`config.mk`:
```
export PLATFORM = sky130hd
export DESIGN_NAME = rx_ring_mgr
export DESIGN_NICKNAME = d
export VERILOG_FILES = /design/src/rtl/rxr_pkg.sv /design/src/rtl/rxr_page_step.sv /design/src/rtl/rxr_hdr_fmt.sv /design/src/rtl/rx_ring_mgr.sv
export SDC_FILE = /design/constraint.sdc
export NUM_CORES = 1
export LEC_CHECK = 0
export ABC_AREA = 1
export ABC_CLOCK_PERIOD_IN_PS = 3000
export BUFFER_PORTS_ARGS = -buffer_cell sky130_fd_sc_hd__buf_2
export CORE_ASPECT_RATIO = 0.8
export CORE_MARGIN = 5
export CORE_UTILIZATION = 57
export DETAILED_ROUTE_END_ITERATION = 10
export HOLD_SLACK_MARGIN = 0.1
export PLACE_DENSITY = 0.8
export SETUP_SLACK_MARGIN = 0.3
export SLEW_MARGIN = 25
export SYNTH_ARGS = -nofsm -noshare
export SYNTH_HDL_FRONTEND = slang
export SYNTH_SLANG_ARGS = --single-unit
```
`constraint.sdc`:
```
create_clock -name clk -period 3 [get_ports clk]
set_input_delay 0.75 -clock clk [delete_from_list [all_inputs] [get_ports clk]]
set_output_delay 0.75 -clock clk [all_outputs]
set_load 0.01 [all_outputs]
```
`src/rtl/rxr_pkg.sv`:
```
package rxr_pkg;
  localparam int unsigned CNT_W = 16;
  localparam int unsigned HDR_BYTES = 4;

  typedef enum logic [1:0] {
    ST_IDLE,
    ST_STORE,
    ST_DROP,
    ST_HDR
  } rxr_state_e;
endpackage

```
`src/rtl/rxr_page_step.sv`:
```
module rxr_page_step #(
  parameter int unsigned PAGE_W = 8
) (
  input  logic [PAGE_W-1:0] page,
  input  logic [PAGE_W-1:0] first_pg,
  input  logic [PAGE_W-1:0] limit_pg,
  input  logic [PAGE_W-1:0] guard_pg,
  output logic [PAGE_W-1:0] nxt,
  output logic              hit_guard
);
  logic [PAGE_W-1:0] inc;

  always_comb begin
    inc       = page + 1'b1;
    nxt       = (inc == limit_pg) ? first_pg : inc;
    hit_guard = (nxt == guard_pg);
  end
endmodule

```
`src/rtl/rxr_hdr_fmt.sv`:
```
module rxr_hdr_fmt #(
  parameter int unsigned PAGE_W = 8
) (
  input  logic [1:0]              idx,
  input  logic                    ok,
  input  logic                    grp,
  input  logic [PAGE_W-1:0]       np,
  input  logic [rxr_pkg::CNT_W-1:0] cnt,
  output logic [7:0]              hbyte
);
  always_comb begin
    case (idx)
      2'd0:    hbyte = {2'b00, grp, 4'b0000, ok};
      2'd1:    hbyte = 8'(np);
      2'd2:    hbyte = cnt[7:0];
      default: hbyte = cnt[15:8];
    endcase
  end
endmodule

```
`src/rtl/rx_ring_mgr.sv`:
```
module rx_ring_mgr #(
  parameter int unsigned PAGE_W = 8,
  parameter int unsigned OFS_W  = 8
) (
  input  logic                    clk,
  input  logic                    rst_n,
  input  logic [PAGE_W-1:0]       cfg_start_page,
  input  logic [PAGE_W-1:0]       cfg_stop_page,
  input  logic [PAGE_W-1:0]       bnd_page,
  input  logic                    mon_mode,
  input  logic                    cur_wr_en,
  input  logic [PAGE_W-1:0]       cur_wr_data,
  input  logic                    rx_valid,
  input  logic                    rx_sof,
  input  logic                    rx_eof,
  input  logic [7:0]              rx_data,
  input  logic                    rx_ok,
  input  logic                    rx_grp,
  output logic                    mem_we,
  output logic [PAGE_W+OFS_W-1:0] mem_addr,
  output logic [7:0]              mem_wdata,
  output logic [PAGE_W-1:0]       cur_page,
  output logic                    ev_rcvd,
  output logic                    ev_ovw,
  output logic                    ev_missed
);
  import rxr_pkg::*;

  localparam int unsigned AW = PAGE_W + OFS_W;
  localparam logic [OFS_W-1:0] DATA_OFS = OFS_W'(HDR_BYTES);

  // reset: asserted asynchronously, released on a clock edge
  logic rst_s1, rst_s2;
  always_ff @(posedge clk or negedge rst_n) begin
    if (!rst_n) begin
      rst_s1 <= 1'b0;
      rst_s2 <= 1'b0;
    end else begin
      rst_s1 <= 1'b1;
      rst_s2 <= rst_s1;
    end
  end

  rxr_state_e        st_q, st_d;
  logic [PAGE_W-1:0] cur_q, cur_d, orig_q, orig_d, wrp_q, wrp_d, np_q, np_d;
  logic [OFS_W-1:0]  off_q, off_d;
  logic [CNT_W-1:0]  len_q, len_d;
  logic [1:0]        idx_q, idx_d;
  logic              ok_q, ok_d, grp_q, grp_d;
  logic              we_q, we_d, rcvd_q, rcvd_d, ovw_q, ovw_d, miss_q, miss_d;
  logic [AW-1:0]     addr_q, addr_d;
  logic [7:0]        wdat_q, wdat_d;

  logic [PAGE_W-1:0] sel_page, step_pg;
  logic [OFS_W-1:0]  sel_off;
  logic              step_full, take, pg_end;
  logic [7:0]        hdr_byte;

  assign sel_page = (st_q == ST_IDLE) ? cur_q : wrp_q;
  assign sel_off  = (st_q == ST_IDLE) ? DATA_OFS : off_q;
  assign pg_end   = &sel_off;
  assign take     = rx_valid && (((st_q == ST_IDLE) && rx_sof && !mon_mode) ||
                                 (st_q == ST_STORE));

  rxr_page_step #(.PAGE_W(PAGE_W)) u_step (
    .page     (sel_page),
    .first_pg (cfg_start_page),
    .limit_pg (cfg_stop_page),
    .guard_pg (bnd_page),
    .nxt      (step_pg),
    .hit_guard(step_full)
  );

  rxr_hdr_fmt #(.PAGE_W(PAGE_W)) u_hdr (
    .idx  (idx_q),
    .ok   (ok_q),
    .grp  (grp_q),
    .np   (np_q),
    .cnt  (len_q + CNT_W'(HDR_BYTES)),
    .hbyte(hdr_byte)
  );

  always_comb begin
    st_d   = st_q;   cur_d  = cur_q;  orig_d = orig_q; wrp_d = wrp_q;
    np_d   = np_q;   off_d  = off_q;  len_d  = len_q;  idx_d = idx_q;
    ok_d   = ok_q;   grp_d  = grp_q;  addr_d = addr_q; wdat_d = wdat_q;
    we_d   = 1'b0;   rcvd_d = 1'b0;   ovw_d  = 1'b0;   miss_d = 1'b0;

    if (cur_wr_en) cur_d = cur_wr_data;

    if (take) begin
      we_d   = 1'b1;
      addr_d = {sel_page, sel_off};
      wdat_d = rx_data;
      len_d  = (st_q == ST_IDLE) ? CNT_W'(1) : len_q + 1'b1;
      if (st_q == ST_IDLE) orig_d = cur_q;
      if (pg_end || rx_eof) begin
        if (step_full) begin
          ovw_d  = 1'b1;
          miss_d = 1'b1;
          st_d   = rx_eof ? ST_IDLE : ST_DROP;
        end else if (rx_eof) begin
          st_d  = ST_HDR;
          idx_d = 2'd0;
          np_d  = step_pg;
          ok_d  = rx_ok;
          grp_d = rx_grp;
        end else begin
          wrp_d = step_pg;
          off_d = '0;
          st_d  = ST_STORE;
        end
      end else begin
        wrp_d = sel_page;
        off_d = sel_off + 1'b1;
        st_d  = ST_STORE;
      end
    end

    case (st_q)
      ST_IDLE: begin
        if (rx_valid && rx_sof && mon_mode) begin
          miss_d = 1'b1;
          if (!rx_eof) st_d = ST_DROP;
        end
      end
      ST_DROP: begin
        if (rx_valid && rx_eof) st_d = ST_IDLE;
      end
      ST_HDR: begin
        we_d   = 1'b1;
        addr_d = {orig_q, OFS_W'(idx_q)};
        wdat_d = hdr_byte;
        idx_d  = idx_q + 1'b1;
        if (idx_q == 2'd3) begin
          cur_d  = np_q;
          rcvd_d = 1'b1;
          st_d   = ST_IDLE;
        end
      end
      default: ;
    endcase
  end

  always_ff @(posedge clk or negedge rst_s2) begin
    if (!rst_s2) begin
      st_q <= ST_IDLE; cur_q <= '0; orig_q <= '0; wrp_q <= '0; np_q <= '0;
      off_q <= '0; len_q <= '0; idx_q <= '0; ok_q <= 1'b0; grp_q <= 1'b0;
      we_q <= 1'b0; rcvd_q <= 1'b0; ovw_q <= 1'b0; miss_q <= 1'b0;
      addr_q <= '0; wdat_q <= '0;
    end else begin
      st_q <= st_d; cur_q <= cur_d; orig_q <= orig_d; wrp_q <= wrp_d; np_q <= np_d;
      off_q <= off_d; len_q <= len_d; idx_q <= idx_d; ok_q <= ok_d; grp_q <= grp_d;
      we_q <= we_d; rcvd_q <= rcvd_d; ovw_q <= ovw_d; miss_q <= miss_d;
      addr_q <= addr_d; wdat_q <= wdat_d;
    end
  end

  assign mem_we    = we_q;
  assign mem_addr  = addr_q;
  assign mem_wdata = wdat_q;
  assign cur_page  = cur_q;
  assign ev_rcvd   = rcvd_q;
  assign ev_ovw    = ovw_q;
  assign ev_missed = miss_q;
endmodule

```
; ---- Yosys cells after proc, flatten, opt, wreduce, memory -nomap -nowiden
; Index checks and enable logic that the tools add are counted.
[totals]
reg_bits = 92
latchBits = 0
mem_bits_rw = 0
romBits = 0
input_bits = 49
out_inout_bits = 36
word_cells = 96
n_memories = 0
[op_classes]
addsub = 5
multipliers = 0
div_mod_pow = 0
order_cmp = 0
n_eq_ne = 11
shift = 0
muxes = 42
bitwise = 1
reduce_logical = 19
[op_table]
columns = op, count
row1 = 8-bit two-way mux, 14
row2 = 16-bit two-way mux, 3
row3 = 2-bit two-way mux, 14
row4 = 8-bit case mux with 3 select lines, 1
row5 = 16-bit by 1-bit adder with 16-bit output (second input constant), 1
row6 = 16-bit by 3-bit adder with 16-bit output (second input constant), 1
row7 = 8-bit by 1-bit adder with 8-bit output (second input constant), 2
row8 = 8-bit equality test, 2
row9 = 1-bit two-way mux, 9
row10 = 2-bit equality test (second input constant), 4
row11 = 4-bit AND reduction, 2
row12 = 8-bit AND reduction, 1
row13 = 1-bit logical AND, 6
row14 = 2-bit case mux with 3 select lines, 1
row15 = 2-bit nonzero test, 3
row16 = 2-bit by 1-bit equality test with 1-bit output (second input constant), 2
row17 = 2-bit zero test, 2
row18 = 2-bit inequality test (second input constant), 2
row19 = 3-bit AND reduction, 1
row20 = 2-bit by 1-bit adder with 2-bit output (second input constant), 1
row21 = 1-bit logical OR, 2
row22 = 2-bit by 1-bit inequality test with 1-bit output (second input constant), 1
row23 = 2-bit AND reduction, 1
row24 = 1-bit zero test, 1
row25 = 1-bit inverter, 1

; ---- Depth between registers and ports, before layout
; Gate-level depths: netlist of the first run.
[logic_depth]
ltp_word = 12
mapped_depth = 25
depth_no_buf = 24

; ---- Cells and area by module
; Synthesis of the first run repeated with hierarchy kept, for this count alone.
[unflattened]
cells_unflattened = 821
area_unflattened_um2 = 5775.5
[modules_own_cells]
columns = module, n_inst, cells_each, area_per_inst_um2, seq_area_each_um2
row1 = rx_ring_mgr, 1, 606, 4680.7, 2302.2
row2 = rxr_page_step, 1, 175, 917.1, 0.0
row3 = rxr_hdr_fmt, 1, 40, 177.7, 0.0

; ---- Worst setup path before layout of the first run
; OpenSTA, ideal clock, no wires.
[synth_timing]
path_type = register to register
from = reg st_q[0]
to = reg np_q[0]
setup_ps = 135
arrival_time_ps = 3096
required_time_ps = 2865
slack_ps = -232
stages_incl_launch_ff = 23
path_buffers = 2
synth_period_minus_slack_ps = 3232
cell_sequence = dfrtp_1 -> inv_2 -> nand2_4 -> nand2_1 -> nand2_2 -> ha_1 -> xnor2_1 -> nand3_1 -> nor2_1 -> nand3_1 -> nor2_2 -> buf_4 -> nand4_1 -> nand2_1 -> nand2_1 -> nand2_1 -> nand2_1 -> nor2_4 -> nand2_1 -> ha_1 -> nand2_1 -> clkbuf_1 -> o21ai_0
[synth_via]
elab_chain_len = 8
elab_cells_between_ends = 16
classes_between = add/sub (1) / eq/ne (3) / mux (3) / bitwise (1) / reduce/logical (8)
[synth_lines]
columns = element, line
row1 = "start, declared", rx_ring_mgr.sv:44  ; rxr_state_e st_q, st_d;
row2 = "start signal, assigned", rx_ring_mgr.sv:152  ; st_q <= st_d; cur_q <= cur_d; orig_q <= orig_d; wrp_q <= wrp_d; np_q <= np_d;
row3 = 2-bit zero test, "rx_ring_mgr.sv:59, rx_ring_mgr.sv:60, rx_ring_mgr.sv:62"
row4 = 8-bit two-way mux, rx_ring_mgr.sv:59  ; assign sel_page = (st_q == ST_IDLE) ? cur_q : wrp_q;
row5 = 8-bit by 1-bit adder with 8-bit output, rxr_page_step.sv:14  ; inc = page + 1'b1;
row6 = 8-bit equality test, rxr_page_step.sv:15  ; nxt = (inc == limit_pg) ? first_pg : inc;
row7 = 8-bit two-way mux, rxr_page_step.sv:15
row8 = 8-bit equality test, rxr_page_step.sv:16  ; hit_guard = (nxt == guard_pg);
row9 = 1-bit inverter (no line), n/a
row10 = 4-bit AND reduction (no line), n/a
row11 = "end signal, assigned", rx_ring_mgr.sv:152
row12 = "end, declared", rx_ring_mgr.sv:45  ; logic [PAGE_W-1:0] cur_q, cur_d, orig_q, orig_d, wrp_q, wrp_d, np_q, np_d;
; Several ways; a longest one is shown, not always the timed one.
; A chain may end at the register's enable or synchronous reset.

; ---- Worst setup path in the final report of the first run
[layout_timing]
from = reg st_q[1]
to = reg np_q[7]
; The elaborated chain is that of the path after synthesis.

==> key figures, run 1 <==
Worst setup path
  – Worst setup EP type: flop
  – CP Class: reg -> reg
  – Buf/Inv on CP: 3
  – Reg2reg path depth: 22
  – Reg2Reg Setup Slack: -130 ps
  – Reg-to-reg startpoint: st_q[1]
  – Crit-path cells: nor2_4, buf_6, nand2_2, nand2_2, buf_4, nand3_1, nand2_1, nand3_1, nand2_1, nand2_1, nor2_4, buf_6, nand4_1, nand2_1, nand2_2, nand2_2, nand2_2, nor2_4, nand2_2, ha_4, nand2_8, mux2_4
  – CP startpoint: st_q[1]
  – CP most frequent cell: nand2_2
  – R2r endpoint: np_q[7]
  – Critical-path top delay cell: dfrtp_2
  – Total stage count of the critical path: 22
  – Crit path required time: 3230 ps
  – Crit path largest cell delay: 450 ps
  – CP startpoint kind: flop
  – CP Max Fanout: 8
  – Worst EP arrival: 3360 ps
  – CP top delay family: simple AND/OR/NAND/NOR gates

Synth
  – Largest area contributor in the netlist: dfrtp_1
  – Synthesized cell area: 5470 um2
  – EDFF count, synth: 0
  – Most common cell in the synthesized netlist: nand2_1
  – Post-synthesis async set-or-reset flop share: 100%
  – Post-synth top cells: 231 x nand2_1, 92 x dfrtp_1, 90 x inv_1
  – Synth area leaders: dfrtp_1 42%, nand2_1 16%, o21ai_0 6.7%
  – Post-synth cell types: 44
  – Synth Net Count: 819
  – Share of the synthesized area in the top cell type: 42.1%
  – Seq/Total Area, Yosys: 42.1%
  – Post-Synthesis Cells: 761
  – Synth Flop Type: dfrtp_1
  – Syn. warnings: 0
  – Synth Register Bits: 92
  – Mean Syn Cell Area: 7.19 um2

Die
  – Starting Density: 57.6%
  – Chip width: 120 um
  – Core region area: 9490 um2
  – # IOs: 85
  – Die height: 97.6 um
  – Core Rows: 32
  – Die Area: 11700 um2

Place
  – HPWL Detailed: 12400 um
  – Cell total after placement: 1002
  – Routability Congestion: 1.00
  – DP Area: 6500 um2
  – Port Buffer Count: 84

Timing
  – F_max: 320 MHz
  – Min Tclk post-route: 3130 ps
  – Hold Vio Cnt, Final: 0
  – Setup WS post-layout: -128 ps
  – Skew final: 6.52 ps
  – Final Max Slew Viols: 0
  – Tightest Pin Transition: 860 ps
  – RSZ-0062 raised after global routing: true
  – Setup TNS: -1620 ps
  – Hold_ws: 177 ps
  – Slew HR: 42.5%
  – Final setup vio count: 27
  – Tcrit/Tclk final: 104%

Run status
  – Failing checks: setup timing
  – Run status: finished with violations

Clock tree
  – Clock Pin Slew Worst Setup and Hold Paths: 70 ps
  – Clock latency on the worst-skew pair: 350 ps
  – Bufs on Longest Clock Path: 2
  – Cts hold-fix bufs: 0
  – H-tree levels: 3
  – CTS tree: built
  – Total CTS buffers: 9
  – Root Driver: clkbuf_16
  – CTS sink count: 92

Detailed routing
  – DRC viols: 0
  – Antenna viol nets, final: 0
  – Initial DRT Pass Iterations: 5
  – Via count: 5893
  – Via density: 5.67
  – Wirelength per Cell: 16.3 um
  – Drt total wl: 17000 um
  – Initial DRC count: 669

Global route
  – Largest net degree at the start of global routing: 62
  – All-Layer GR Usage: 29.3%
  – Number of global-route vias before repair: 5590
  – Overflow after GRT: 0
  – Initial antenna violation count: 0
  – First-pass GRT wire length: 27400 um

Final layout
  – Area of the multi-input gates: 2920 um2
  – Sequential cell area: 2310 um2
  – Final Non-Filler Cells: 1040
  – Layout cells sized above 1: 27.8%
  – # diodes: 0
  – # fillers: 713
  – Post-route cell area: 7100 um2
  – Final #Nets: 974
  – Area grow syn2layout: 29.9%
  – Utilization after layout: 74.9%

Pwr
  – Leakage: 3.62 nW
  – PwrDens: 931 nW/um2
  – Peak supply drop: 559 uV

Flow run
  – Max-Cap Viols: 0

Hold path
  – HP Class: in -> async
## per-layer routing
layer	wire, um	vias to the layer above	GRT usage, %
li1	-	2797	-
met1	7400	2742	40.4
met2	7500	305	44.1
met3	1530	49	8.91
met4	549	0	9.68
met5	0	-	0
## worst max-delay path by stage
| stage | to | slack (ps) |
|---|---|---|
| after floorplan | grp_q | 20 |
| after global placement | grp_q | -50 |
| final | np_q[7] | -130 |
| after global routing | np_q[7] | -330 |
| after CTS | np_q[7] | -110 |
| after detailed placement | np_q[7] | -140 |
## logic make-up after synthesis
group	synth area share, %
AND/OR/NAND/NOR	32.8
AO/OA/AOI/OAI	12.7
buffers and inverters	8.76
flip-flops	42.1
adder cells (fa/ha/maj)	2.06
XOR/XNOR	0.641
multiplexers	0.824
other	0.0686
## area by class of cell
cell class | count | share of cell area, %
Clock buffer | 11 | 3.42
Clock inverter | 5 | 0.581
Inverter | 96 | 5.11
Multi-Input combinational cell | 549 | 41.0
Sequential cell | 92 | 32.5
Tap cell | 119 | 2.10
Timing Repair Buffer | 168 | 15.3
## flip-flops by register name, summed over array words and instances (netlist names)
register   flops
mem_we         1
len_q         16
cur_page       8
rst_s2         1
grp_q          1
orig_q         8
off_q          8
mem_wdata      8
rst_s1         1
wrp_q          8
ok_q           1
np_q           8
ev_missed      1
st_q           2
ev_rcvd        1
ev_ovw         1
idx_q          2
mem_addr      16
## worst reg2reg max path: stages, from the launching register on
cell and delay, ps:
dfrtp_2 450, nor2_4 180, buf_6 150, nand2_2 70, nand2_2 80, buf_4 130, nand3_1 90, nand2_1 100
nand3_1 70, nand2_1 90, nand2_1 90, nor2_4 170, buf_6 140, nand4_1 110, nand2_1 120, nand2_2 70
nand2_2 90, nand2_2 70, nor2_4 100, nand2_2 70, ha_4 170, nand2_8 90, mux2_4 300
## per-stage QoR
| stage | total power, W | worst slack [ps] |
|---|---|---|
| floorplan | 0.00367 | 19.0 |
| global placement | 0.00482 | -53.6 |
| detailed placement | 0.00492 | -141 |
| CTS | 0.00643 | -110 |
| global route | 0.00708 | -326 |
| finish | 0.00661 | -128 |
## timing repair
| item | 4_1_cts | 5_1_grt |
|---|---|---|
| pin swaps | 23 | 19 |
| buffers inserted | 20 | 1 |
| cloned | 0 | 1 |
| gates resized for setup | 25 | 18 |
| endpoints found under the setup margin | 32 | 32 |
## where the power goes
group / switching, W / internal (W) / leakage [nW]
combinational: 0.00202 / 0.00159 / 2.30
clock: 0.000511 / 0.000596 / 0.138
sequential: 0.000289 / 0.00161 / 1.19
## cells in the final DEF (no fill, tap or decap), types with 3 or more instances in the layout
| master | n |
|---|---|
| a21oi_1 | 24 |
| a31oi_1 | 3 |
| buf_2 | 84 |
| buf_4 | 75 |
| buf_6 | 9 |
| clkbuf_16 | 9 |
| dfrtp_1 | 89 |
| ha_1 | 7 |
| inv_1 | 89 |
| inv_2 | 4 |
| mux2_4 | 4 |
| nand2_1 | 209 |
| nand2_2 | 25 |
| nand2_4 | 3 |
| nand3_1 | 60 |
| nand3_2 | 9 |
| nand3_4 | 3 |
| nand3b_1 | 3 |
| nand4_1 | 17 |
| nor2_1 | 44 |
| nor2_2 | 3 |
| nor2_4 | 7 |
| nor3_1 | 11 |
| nor3b_1 | 3 |
| nor4_1 | 3 |
| o211ai_1 | 9 |
| o21ai_0 | 71 |
| o21ai_1 | 3 |
| o22ai_1 | 4 |
Power figures use the tool's default switching activity.
==> run 2: changes to the inputs <==
Settings changed: CORE_UTILIZATION 57 to 30, MAX_ROUTING_LAYER set to met4, PLACE_DENSITY 0.8 to not set, PLACE_DENSITY_LB_ADDON set to 0.1.
==> run 2 against run 1 <==
Effect of this change: the flow still finishes with violations (setup timing); flip-flop and latch count unchanged; wire length increased by 13%; setup slack got worse by 4.3 ps; via count decreased by 2.8%; hold slack got worse by 14 ps; die area increased by 80%; first-iteration DRC count decreased by 39%; clock-buffer cell count unchanged; fmax decreased by 0.14%; highest routed layer unchanged.
==> key figures, run 2 (synthesized netlist as in run 1, its figures left out) <==
Run status
  – Run status: finished with violations
  – Failing checks: setup timing

Die
  – Starting Density: 30.3%
  – Die height: 131 um
  – # IOs: 85
  – Core region area: 18100 um2
  – Die Area: 21000 um2
  – Chip width: 161 um
  – Core Rows: 44

Global route
  – Largest net degree at the start of global routing: 65
  – First-pass GRT wire length: 29900 um
  – Overflow after GRT: 0
  – Number of global-route vias before repair: 5445
  – Initial antenna violation count: 0
  – All-Layer GR Usage: 18.8%

Worst setup path
  – Critical-path top delay cell: dfrtp_2
  – Worst setup EP type: flop
  – CP top delay family: simple AND/OR/NAND/NOR gates
  – Buf/Inv on CP: 1
  – Worst EP arrival: 3370 ps
  – Reg-to-reg startpoint: st_q[1]
  – Reg2reg path depth: 21
  – CP Class: reg -> reg
  – CP startpoint kind: flop
  – Crit path largest cell delay: 440 ps
  – Crit-path cells: nor2_4, nand2_1, nand2_2, ha_4, nand3_4, nor2_4, nand2_1, nand3_1, nand3_1, nor2_4, buf_6, nand4_1, nand2_1, nand2_1, nand2_2, nand2_2, nor2_4, nand2_2, ha_4, nand2_8, mux2_4
  – Crit path required time: 3230 ps
  – CP Max Fanout: 5
  – R2r endpoint: ok_q
  – Reg2Reg Setup Slack: -130 ps

Detailed routing
  – Initial DRC count: 409
  – Antenna viol nets, final: 0
  – DRC viols: 0
  – Via density: 4.91
  – Initial DRT Pass Iterations: 5
  – Wirelength per Cell: 16.4 um
  – Via count: 5729
  – Drt total wl: 19100 um

Timing
  – Setup WS post-layout: -132 ps
  – Final setup vio count: 24
  – Final Max Slew Viols: 0
  – Hold_ws: 163 ps
  – Tightest Pin Transition: 555 ps
  – Tcrit/Tclk final: 104%
  – Skew final: 11.4 ps
  – Hold Vio Cnt, Final: 0
  – RSZ-0062 raised after global routing: true
  – F_max: 319 MHz
  – Min Tclk post-route: 3130 ps
  – Slew HR: 63.0%

Clock tree
  – CTS sink count: 92
  – Root Driver: clkbuf_16
  – H-tree levels: 3
  – Cts hold-fix bufs: 0
  – Clock Pin Slew Worst Setup and Hold Paths: 70 ps
  – Bufs on Longest Clock Path: 2
  – Total CTS buffers: 9
  – Clock latency on the worst-skew pair: 360 ps
  – CTS tree: built

Hold path
  – HP Class: in -> async

Final layout
  – Most frequent cells in the layout: 198 x nand2_1, 90 x inv_1, 89 x dfrtp_1
  – Most common cell after layout, fill and taps aside: nand2_1
  – Utilization after layout: 41.9%
  – Post-route cell area: 7570 um2
  – Area grow syn2layout: 38.4%
  – Layout cells sized above 1: 31.2%
  – # diodes: 0
  – Final #Nets: 989

Flow run
  – Max-Cap Viols: 0

Place
  – Port Buffer Count: 84
  – Routability Congestion: 0.941
  – DP Area: 6730 um2
  – HPWL Detailed: 14500 um

Pwr
  – Leakage: 3.74 nW
  – Peak supply drop: 396 uV
  – PwrDens: 919 nW/um2
==> run 2: cell count changes in the layout (fill, tap and decap cells not counted), sizes merged <==
cell	change
bufinv	+3
inv	-2
clkinvlp	-1
buf	+11
nand2	+2
nand3	+2
==> run 2: stage by stage <==
step	worst slack, ps	instances	power [W]	TNS, ps
after detailed placement	-153	1123	0.00510	-3200
final	-132	1166	0.00696	-1700
after global placement	-77.1	1123	0.00506	-911
after CTS	-142	1155	0.00671	-2510
after floorplan	19.0	761	0.00367	0
after global routing	-388	1166	0.00749	-9250
==> run 2: area by class of cell <==
type / count / area (um2)
sequential: 92 / 2310
timing repair buffer: 179 / 1190
tap: 230 / 288
clock inverter: 5 / 108
multi-input combinational: 553 / 3070
inverter: 96 / 363
fill: 1919 / 10500
clock buffer: 11 / 243
==> run 2: worst max-delay path by stage <==
| stage | from | to | slack [ps] | depth (start not counted) |
|---|---|---|---|---|
| after floorplan | st_q[1] | grp_q | 20 | 21 |
| after global placement | st_q[1] | grp_q | -80 | 21 |
| after detailed placement | st_q[0] | ok_q | -150 | 21 |
| after CTS | st_q[0] | ok_q | -140 | 22 |
| after global routing | st_q[1] | ok_q | -390 | 22 |
| final | st_q[1] | ok_q | -130 | 21 |
==> run 2: worst reg2reg max path: cells and delay by family (launching register included) <==
family	cells	cell delay, ps
flops	1	440
simple gates	17	1810
mux	1	290
fa+ha+maj	2	340
buf+inv	1	140
==> run 2: timing repair <==
action	CTS	global route
resized for setup	24	52
setup endpoints to repair	32	32
pin swaps	20	39
gates cloned	4	1
buffers inserted	12	10
==> run 2: layer usage <==
metal | track usage (%) | routed length (um) | part of all wire (%) | vias up
met4 | 4.41 | 309 | 1.6 | 0
met1 | 27.7 | 9780 | 51 | 2696
met3 | 4.20 | 1220 | 6.4 | 20
met2 | 26.1 | 7820 | 41 | 172
li1 | - | - | - | 2841
met5 | - | 0 | 0 | -
==> run 2: power by group <==
group | switching, W | internal (W)
sequential | 0.000291 | 0.00161
combinational | 0.00210 | 0.00160
clock | 0.000517 | 0.000843
==> run 3: changes to the inputs <==
Settings changed: CTS_BUF_LIST set to sky130_fd_sc_hd__clkbuf_8 sky130_fd_sc_hd__clkbuf_16.
==> run 3 against run 2 <==
Effect of this change: the flow still finishes with violations (setup timing); clock power barely moved; critical path depth did not move; setup slack hardly changed; wire length is essentially flat; flip-flop and latch count unchanged; first-iteration DRC count fell by 0.24%; critical endpoint unchanged; largest power group unchanged; highest routed layer unchanged.
==> key figures, run 3 (synthesized netlist as in run 1, its figures left out) <==
Run status
  – Run status: finished with violations
  – Failing checks: setup timing

Place
  – Cell total after placement: 1123
  – Port Buffer Count: 84
  – HPWL Detailed: 14500 um
  – Routability Congestion: 0.941

Detailed routing
  – Drt total wl: 19100 um
  – Antenna viol nets, final: 0
  – Via count: 5741
  – Wirelength per Cell: 16.4 um
  – Initial DRC count: 408
  – Initial DRT Pass Iterations: 5
  – Via density: 4.92
  – DRC viols: 0

Worst setup path
  – Worst setup EP type: flop
  – CP Class: reg -> reg
  – CP Max Fanout: 5
  – Crit path required time: 3230 ps
  – Worst EP arrival: 3370 ps
  – CP startpoint kind: flop

Pwr
  – PwrDens: 919 nW/um2
  – Leakage: 3.74 nW
  – Peak supply drop: 396 uV

Global route
  – Number of global-route vias before repair: 5445
  – Overflow after GRT: 0
  – All-Layer GR Usage: 18.8%
  – Largest net degree at the start of global routing: 65
  – Initial antenna violation count: 0
  – First-pass GRT wire length: 29900 um

Timing
  – Hold_ws: 162 ps
  – F_max: 319 MHz
  – Setup TNS: -1690 ps
  – Slew HR: 62.8%
  – RSZ-0062 raised after global routing: true
  – Final setup vio count: 24
  – Hold Vio Cnt, Final: 0
  – Final Max Slew Viols: 0
  – Tightest Pin Transition: 557 ps
  – Skew final: 11.4 ps
  – Tcrit/Tclk final: 104%
  – Setup WS post-layout: -132 ps
  – Min Tclk post-route: 3130 ps

Die
  – Starting Density: 30.3%
  – Die Area: 21000 um2
  – Die height: 131 um
  – Core region area: 18100 um2
  – Core Rows: 44
  – Chip width: 161 um
  – # IOs: 85

Final layout
  – Area grow syn2layout: 38.4%
  – Final #Nets: 989
  – Utilization after layout: 41.9%
  – Final Non-Filler Cells: 1166
  – # diodes: 0
  – Most common cell after layout, fill and taps aside: nand2_1
  – Most frequent cells in the layout: 198 x nand2_1, 91 x inv_1, 89 x dfrtp_1
  – Layout cells sized above 1: 31.2%

Hold path
  – HP Class: in -> async

Clock tree
  – CTS sink count: 92
  – Clock latency on the worst-skew pair: 360 ps
  – Total CTS buffers: 9
  – Root Driver: clkbuf_16
  – Cts hold-fix bufs: 0
  – Clock Pin Slew Worst Setup and Hold Paths: 70 ps
  – H-tree levels: 3
  – Bufs on Longest Clock Path: 2
  – CTS tree: built

Flow run
  – Max-Cap Viols: 0
==> run 3: through the flow <==
| step | worst slack, ps | area, um2 | total power, W |
|---|---|---|---|
| after floorplan | 19.0 | 5600 | 0.00367 |
| final | -132 | 7570 | 0.00695 |
| after global routing | -388 | 7570 | 0.00749 |
| after CTS | -142 | 7320 | 0.00671 |
| after detailed placement | -153 | 6730 | 0.00510 |
| after global placement | -77.1 | 6730 | 0.00506 |
==> run 3: path summary, 6_finish.rpt <==
kind,from,cells past startpoint,endpoint,slack [ps]
worst max-delay path,st_q[1],21,ok_q,-130
worst min-delay path,rst_n,1,rst_s2,160
worst max register to register,st_q[1],21,ok_q,-130
worst min register to register,rst_s2,0,mem_we,250
max in group asynchronous,rst_s2,1,st_q[1],2040
min in group clk,rst_s1,0,rst_s2,360
==> run 3: what timing repair did <==
item | in CTS | in global routing
buffers inserted | 12 | 10
gates resized for setup | 24 | 52
setup endpoints to repair | 32 | 32
pin swaps | 20 | 39
gates cloned | 4 | 1
endpoints found under the hold margin | 0 | 0
==> run 3: worst max-delay path: stages, from the launching register on <==
cell,delay (ps)
dfrtp_2,440
nor2_4,170
nand2_1,80
nand2_2,110
ha_4,160
nand3_4,100
nor2_4,120
nand2_1,80
nand3_1,90
nand3_1,120
nor2_4,180
buf_6,140
nand4_1,130
nand2_1,130
nand2_1,70
nand2_2,70
nand2_2,70
nor2_4,130
nand2_2,80
ha_4,180
nand2_8,80
mux2_4,290
==> run 3: area by class of cell <==
cell class	count	area, um2
timing repair buffer	179	1190
fill	1919	10500
multi-input combinational	553	3070
clock inverter	6	111
clock buffer	10	239
inverter	96	363
sequential	92	2310
tap	230	288
==> run 3: power by group <==
group | internal [W] | leakage (nW) | switching, W
Clock | 0.000839 | 0.174 | 0.000518
Sequential | 0.00161 | 1.19 | 0.000291
Combinational | 0.00160 | 2.38 | 0.00210
Total | 0.00405 | 3.74 | 0.00291
==> run 3: metal layers <==
metal	track usage (%)	up-vias	wire, um
met5	-	-	0
met4	4.41	0	309
met3	4.20	20	1310
met2	26.1	189	7820
met1	27.7	2691	9690
li1	-	2841	-
